## config.mk

```make
export PLATFORM = sky130hd
export DESIGN_NAME = atm_tx_cell_proc
export DESIGN_NICKNAME = d
export VERILOG_FILES = /design/src/rtl/atm_tx_pkg.sv /design/src/rtl/atm_tx_ctrl_regs.sv /design/src/rtl/atm_tx_cell_track.sv /design/src/rtl/atm_tx_integrity.sv /design/src/rtl/atm_tx_cell_proc.sv
export SDC_FILE = /design/constraint.sdc
export NUM_CORES = 1
export LEC_CHECK = 0
export BUFFER_PORTS_ARGS = -buffer_cell sky130_fd_sc_hd__buf_2
export CAP_MARGIN = 20
export CORE_UTILIZATION = 50
export CTS_BUF_LIST = sky130_fd_sc_hd__clkbuf_8 sky130_fd_sc_hd__clkbuf_16
export CTS_CLUSTER_DIAMETER = 50
export DETAILED_ROUTE_END_ITERATION = 8
export GPL_ROUTABILITY_DRIVEN = 0
export PLACE_DENSITY = 0.69
export SLEW_MARGIN = 0
export SYNTH_ARGS = -nofsm -noshare
export SYNTH_HDL_FRONTEND = slang
export SYNTH_SLANG_ARGS = --single-unit
```

## constraint.sdc

```tcl
create_clock -name clk -period 2.7 [get_ports clk]
set_clock_uncertainty 0.05 [all_clocks]
set_input_delay 0.81 -clock clk [delete_from_list [all_inputs] [get_ports clk]]
set_output_delay 0.81 -clock clk [all_outputs]
set_load 0.01 [all_outputs]
```

## src/rtl/atm_tx_pkg.sv

```systemverilog
package atm_tx_pkg;
  localparam int SCR_LEN = 43;

  typedef struct packed {
    logic scr_en;
    logic coset_en;
    logic hec_valid_en;
    logic pat_const;
    logic gfc_en;
    logic irq_en;
    logic hec_idle_en;
  } ctrl_t;

  localparam ctrl_t CTRL_RST = 7'b1111001;

  // CRC-8, generator x^8+x^2+x+1, one octet MSB first
  function automatic logic [7:0] crc8_step(input logic [7:0] crc, input logic [7:0] d);
    logic [7:0] c;
    logic fb;
    c = crc;
    for (int i = 7; i >= 0; i--) begin
      fb = c[7] ^ d[i];
      c  = {c[6:0], 1'b0} ^ (fb ? 8'h07 : 8'h00);
    end
    return c;
  endfunction

  // self-synchronous x^43+1 scrambler: returns {new history, scrambled octet}
  function automatic logic [SCR_LEN+7:0] scr_byte(input logic [SCR_LEN-1:0] hist, input logic [7:0] d);
    logic [SCR_LEN-1:0] h;
    logic [7:0] y;
    h = hist;
    for (int i = 7; i >= 0; i--) begin
      y[i] = d[i] ^ h[SCR_LEN-1];
      h    = {h[SCR_LEN-2:0], y[i]};
    end
    return {h, y};
  endfunction
endpackage

```

## src/rtl/atm_tx_ctrl_regs.sv

```systemverilog
module atm_tx_ctrl_regs
  import atm_tx_pkg::*;
(
  input  logic       clk,
  input  logic       rst_n,
  input  logic       reg_wr,
  input  logic       reg_rd,
  input  logic [7:0] reg_wdata,
  input  logic       err_evt,
  output ctrl_t      ctrl,
  output logic       status,
  output logic [7:0] reg_rdata,
  output logic       irq
);
  ctrl_t ctrl_q;
  logic  status_q;
  logic  unused_wbit;

  assign unused_wbit = reg_wdata[0];

  always_ff @(posedge clk or negedge rst_n) begin
    if (!rst_n) begin
      ctrl_q   <= CTRL_RST;
      status_q <= 1'b0;
    end else begin
      if (reg_wr) ctrl_q <= ctrl_t'(reg_wdata[7:1]);
      if (err_evt)     status_q <= 1'b1;
      else if (reg_rd) status_q <= 1'b0;
    end
  end

  assign ctrl      = ctrl_q;
  assign status    = status_q;
  assign reg_rdata = {ctrl_q, status_q};
  assign irq       = status_q & ctrl_q.irq_en;
endmodule

```

## src/rtl/atm_tx_cell_track.sv

```systemverilog
module atm_tx_cell_track #(
  parameter int CELL_LEN = 53,
  parameter int POS_W    = $clog2(CELL_LEN)
) (
  input  logic             clk,
  input  logic             rst_n,
  input  logic             in_valid,
  input  logic             in_soc,
  input  logic             in_idle,
  output logic [POS_W-1:0] pos,
  output logic             cur_idle
);
  localparam logic [POS_W-1:0] LAST = POS_W'(CELL_LEN - 1);

  logic [POS_W-1:0] cnt_q;
  logic             idle_q;

  assign pos      = in_soc ? '0 : cnt_q;
  assign cur_idle = in_soc ? in_idle : idle_q;

  always_ff @(posedge clk or negedge rst_n) begin
    if (!rst_n) begin
      cnt_q  <= '0;
      idle_q <= 1'b0;
    end else if (in_valid) begin
      cnt_q  <= (pos == LAST) ? '0 : pos + 1'b1;
      idle_q <= cur_idle;
    end
  end
endmodule

```

## src/rtl/atm_tx_integrity.sv

```systemverilog
module atm_tx_integrity #(
  parameter int POS_W   = 6,
  parameter int CHK_POS = 4
) (
  input  logic             clk,
  input  logic             rst_n,
  input  logic             in_valid,
  input  logic [POS_W-1:0] pos,
  input  logic             cur_idle,
  input  logic [7:0]       in_data,
  input  logic             pat_const,
  output logic             err_evt
);
  logic       alt_q;
  logic       chk_now;
  logic [7:0] expect_b;

  assign chk_now  = in_valid && !cur_idle && (pos == POS_W'(CHK_POS));
  assign expect_b = (pat_const || !alt_q) ? 8'h55 : 8'hAA;
  assign err_evt  = chk_now && (in_data != expect_b);

  always_ff @(posedge clk or negedge rst_n) begin
    if (!rst_n)       alt_q <= 1'b0;
    else if (chk_now) alt_q <= ~alt_q;
  end
endmodule

```

## src/rtl/atm_tx_cell_proc.sv

```systemverilog
module atm_tx_cell_proc
  import atm_tx_pkg::*;
#(
  parameter int CELL_LEN = 53,
  parameter int HDR_LEN  = 5
) (
  input  logic       clk,
  input  logic       rst_n,
  input  logic       in_valid,
  input  logic       in_soc,
  input  logic       in_idle,
  input  logic [7:0] in_data,
  input  logic       gfc_serial,
  input  logic       reg_wr,
  input  logic       reg_rd,
  input  logic [7:0] reg_wdata,
  output logic [7:0] reg_rdata,
  output logic       out_valid,
  output logic       out_soc,
  output logic [7:0] out_data,
  output logic       irq
);
  localparam int POS_W   = $clog2(CELL_LEN);
  localparam int CHK_POS = HDR_LEN - 1;
  localparam logic [POS_W-1:0] HEC_AT = POS_W'(CHK_POS);
  localparam logic [POS_W-1:0] PAY_AT = POS_W'(HDR_LEN);

  ctrl_t            ctrl;
  logic             status;
  logic             err_evt;
  logic [POS_W-1:0] pos;
  logic             cur_idle;

  logic [3:0]         gfc_sr;
  logic [7:0]         crc_q;
  logic [SCR_LEN-1:0] scr_q;
  logic [SCR_LEN+7:0] scr_res;
  logic [7:0]         hdr_byte, hec_val, mod_byte;
  logic               hec_on, scr_fire;
  logic               out_valid_q, out_soc_q;
  logic [7:0]         out_data_q;

  atm_tx_ctrl_regs u_regs (
    .clk(clk), .rst_n(rst_n), .reg_wr(reg_wr), .reg_rd(reg_rd),
    .reg_wdata(reg_wdata), .err_evt(err_evt), .ctrl(ctrl),
    .status(status), .reg_rdata(reg_rdata), .irq(irq)
  );

  atm_tx_cell_track #(.CELL_LEN(CELL_LEN), .POS_W(POS_W)) u_track (
    .clk(clk), .rst_n(rst_n), .in_valid(in_valid), .in_soc(in_soc),
    .in_idle(in_idle), .pos(pos), .cur_idle(cur_idle)
  );

  atm_tx_integrity #(.POS_W(POS_W), .CHK_POS(CHK_POS)) u_chk_byte (
    .clk(clk), .rst_n(rst_n), .in_valid(in_valid), .pos(pos),
    .cur_idle(cur_idle), .in_data(in_data), .pat_const(ctrl.pat_const),
    .err_evt(err_evt)
  );

  assign hdr_byte = (pos == '0 && ctrl.gfc_en) ? {gfc_sr, in_data[3:0]} : in_data;
  assign hec_val  = crc_q ^ (ctrl.coset_en ? 8'h55 : 8'h00);
  assign hec_on   = cur_idle ? ctrl.hec_idle_en : ctrl.hec_valid_en;
  assign scr_res  = scr_byte(scr_q, in_data);
  assign scr_fire = in_valid && ctrl.scr_en && (pos >= PAY_AT);

  always_comb begin
    mod_byte = hdr_byte;
    if (pos == HEC_AT && hec_on)           mod_byte = hec_val;
    else if (pos >= PAY_AT && ctrl.scr_en) mod_byte = scr_res[7:0];
  end

  always_ff @(posedge clk or negedge rst_n) begin
    if (!rst_n) begin
      gfc_sr      <= '0;
      crc_q       <= '0;
      scr_q       <= '0;
      out_valid_q <= 1'b0;
      out_soc_q   <= 1'b0;
      out_data_q  <= '0;
    end else begin
      gfc_sr      <= {gfc_sr[2:0], gfc_serial};
      out_valid_q <= in_valid;
      out_soc_q   <= in_valid && in_soc;
      if (in_valid) begin
        out_data_q <= mod_byte;
        if (pos < HEC_AT) crc_q <= crc8_step((pos == '0) ? 8'h00 : crc_q, hdr_byte);
      end
      if (scr_fire) scr_q <= scr_res[SCR_LEN+7:8];
    end
  end

  assign out_valid = out_valid_q;
  assign out_soc   = out_soc_q;
  assign out_data  = out_data_q;
endmodule

```

==> metrics.md <==
| Metric | Value |
|---|---|
| Total nets after synthesis | `402` |
| H-tree depth | `3` |
| Register share of total power | `46.0%` |
| Synthesized cell area | `0.00416 mm^2` |
| Crit Path Max Fanout | `7` |
| Die Width | `93.2 um` |
| Worst r2r src | `u_track.cnt_q[5]` |
| CP required | `2.94 ns` |
| Cell Pwr Density | `852 mW/mm^2` |
| DR vias/cell | `5.54` |
| Drt drc | `0` |
| Sw Ratio | `33.6%` |
| Routed len/inst | `16.1 um` |
| Sequential cell area fraction in the yosys report | `48.9%` |
| Ys async rst share | `100%` |
| FMAX | `418 MHz` |
| Die Area | `0.00869 mm^2` |
| Synthesized instance count | `375` |
| Gate power share | `30.4%` |
| Synth cell types | `57` |
| Xor and xnor area share after synthesis | `6.74%` |
| Iteration-0 DRC Markers | `128` |
| Row count | `32` |
| Initial antenna violation count | `0` |
| Status | `finished clean` |
| Synth Area in Compound Gates | `10.5%` |
| Multiplexer share of the synthesized area | `14.5%` |
| Layout area overhead | `14.2%` |
| Clock Latency Late Sink | `0.36 ns` |
| CP Launch Type | `primary input` |
| Via count | `2916` |
| Congestion Overflow GR | `0` |
| Synth Register Bits | `81` |
| Critical path capture point type | `flip-flop` |
| EDFF count, synth | `0` |
| CTS clk-pin slew, worst paths | `0.10 ns` |
| Max cap viols | `0` |
| Chip Height | `93.2 um` |
| Largest net degree at the start of global routing | `50` |
| WHS | `0.339 ns` |
| Inserted Clock Buffers | `9` |
| Starting density of the core | `52.7%` |
| # IOs | `43` |
| Drt first pass iters | `4` |
| First-pass GRT wire length | `14500 um` |
| Total Routing Usage GR | `22.0%` |
| Leak pwr | `2.15 nW` |
| Hold_buf cts | `0` |
| Max Transition Viols Final | `0` |
| Synth Area per Inst | `11.1 um^2` |
| Net Switching | `0.00136 W` |
| Critical path class | `in2reg` |
| Simple-Gate Fraction of Synth Area | `12.9%` |
| Final setup vio count | `0` |
| HPWL Detailed | `5980 um` |
| Layout net count | `446` |
| RSZ-0062 raised after global routing | `false` |
| Post-CTS setup buffers | `0` |
| Port Buf Inserts | `41` |
| Adder-cell share of the synthesized area | `0.902%` |
| Critical Path Start | `in_soc` |
| Int Power | `0.00269 W` |
| Layout cells sized above 1 | `35.1%` |
| CTS sink count | `81` |
| Min Tclk post-route | `2.39 ns` |
| Place WS | `-0.0568 ns` |
| CTS root buf | `clkbuf_8` |
| CTS tree | `built` |
| Worst-margin pin slew | `0.517 ns` |
| Final hold viol count | `0` |
| Largest family of logic cells by synthesized area | `multiplexers` |
| Core area | `0.00789 mm^2` |
| Synth warn | `0` |
| ANT cells | `0` |
| Drt total wl | `8490 um` |
| # resized after CTS | `0` |
| Clk buf depth | `2` |
| Worst path arrival time | `2.63 ns` |
| VDD IR-drop max | `0.443 mV` |
| Remaining antenna violation count after routing | `0` |
| Final worst slack | `0.310 ns` |
| Vias in the first global route | `2982` |
| Worst Hold Class | `in2async` |
| Power, Total | `0.00405 W` |
| Clock power frac | `23.6%` |
| Max_slew headroom | `65.4%` |
| Final period utilization | `88.5%` |
| Ys flop type | `dfrtp_1` |
==> registers in the layout (all words and copies together), names as in the netlist <==
register	cells
scr_q	43
crc_q	8
out_data	8
u_regs.ctrl	7
u_track.cnt_q	6
gfc_sr	4
out_soc	1
out_valid	1
u_chk_byte.alt_q	1
u_regs.status	1
u_track.idle_q	1
==> through the flow <==
stage | instances | cell area (um^2) | util [%] | setup TNS [ns]
global route | 526 | 4750 | 60.2 | 0
CTS | 526 | 4750 | 60.2 | 0
floorplan | 375 | 4240 | - | -5.83
detailed placement | 510 | 4540 | 57.6 | -0.145
finish | 526 | 4750 | 60.2 | 0
global placement | 510 | 4540 | 57.6 | -0.0246
==> layout make-up <==
| cell class | instances | area, um^2 |
|---|---|---|
| repair buffers | 59 | 380 |
| clock inverters | 6 | 72.6 |
| well taps | 102 | 128 |
| flip-flops and latches | 81 | 2030 |
| inverters | 12 | 45.0 |
| multi-input cells | 256 | 1950 |
| clock buffers | 10 | 138 |
| fillers | 641 | 3140 |
==> critical path, cell delays in order <==
cell and delay (ns):
buf_2 0.14, inv_1 0.08, nand2_2 0.09, inv_1 0.07
ha_2 0.18, nor2b_4 0.12, o21ai_4 0.07, and2_4 0.21
and3_1 0.17, or4_1 0.54, a31oi_1 0.15
==> path summary, 6_finish.rpt <==
kind	end	slack (ns)	depth (start not counted)
setup / recovery	out_data[5]	0.31	11
hold / removal	u_track.cnt_q[2]	0.34	1
setup reg to reg	crc_q[5]	0.34	6
hold reg to reg	gfc_sr[1]	0.37	0
max in group asynchronous	u_regs.ctrl[6]	1.61	2
min in group clk	gfc_sr[1]	0.37	0
==> synthesized netlist by cell type (all sizes together), types with 3 or more instances <==
cell type	count	area [um^2]
dfrtp	76	1900
dfstp	5	131
clkbuf	13	88.8
nand3	11	55.1
o21ai	23	119
nor3	6	30.0
xor2	10	87.6
nand2	37	139
mux2i	5	50.1
o211ai	5	37.5
xnor2	22	193
a211oi	5	55.1
o21a	4	30.0
a21oi	9	45.0
buf	13	101
or3	3	18.8
nor4b	3	26.3
nor4bb	3	30.0
ha	3	37.5
and2	3	20.0
and3	3	18.8
inv	12	45.0
nor2	16	60.1
mux2	49	552
nor2b	3	18.8
a31oi	5	31.3
==> layer usage <==
| metal | GRT usage (%) | part of all wire (%) | vias to the layer above |
|---|---|---|---|
| met5 | 0 | 0 | - |
| met4 | 10.5 | 1.9 | 0 |
| met3 | 3.82 | 3.9 | 16 |
| met2 | 36.3 | 50 | 61 |
| met1 | 28.1 | 44 | 1440 |
| li1 | - | - | 1399 |
==> kinds of logic after synthesis <==
logic type | count (synthesis)
DFF | 81
AOI/OAI and AO/OA | 65
buffers and inverters | 38
xor gates and xnor gates | 32
muxes | 54
adders and majority gates | 3
and+or+nand+nor | 102
==> placed cells by master, fill, tap and decap left out, drive strengths merged, types with 2 or more instances in the layout <==
cell type,n
dfrtp,76
buf,59
mux2,49
nand2,37
o21ai,23
xnor2,22
nor2,16
inv,15
nand3,11
xor2,10
clkbuf,10
a21oi,9
nor3,6
mux2i,5
o211ai,5
a31oi,5
dfstp,5
a211oi,5
o21a,4
and3,3
nor4b,3
or3,3
nor4bb,3
nor2b,3
and2,3
ha,3
nor3b,2
o22ai,2
o31ai,2
nand2b,2
nand3b,2
a41oi,2
or4,2
nor4,2
a22o,2
a311oi,2
==> power by group through the flow <==
stage	clock network [W]	logic, W	registers (W)
2_1_floorplan	0	0.00100	0.00180
3_3_place_gp	0	0.00119	0.00187
3_5_place_dp	0	0.00123	0.00188
4_1_cts	0.000978	0.00124	0.00186
5_1_grt	0.00102	0.00137	0.00192
6_report	0.000955	0.00123	0.00186
Power figures use the tool's default switching activity.
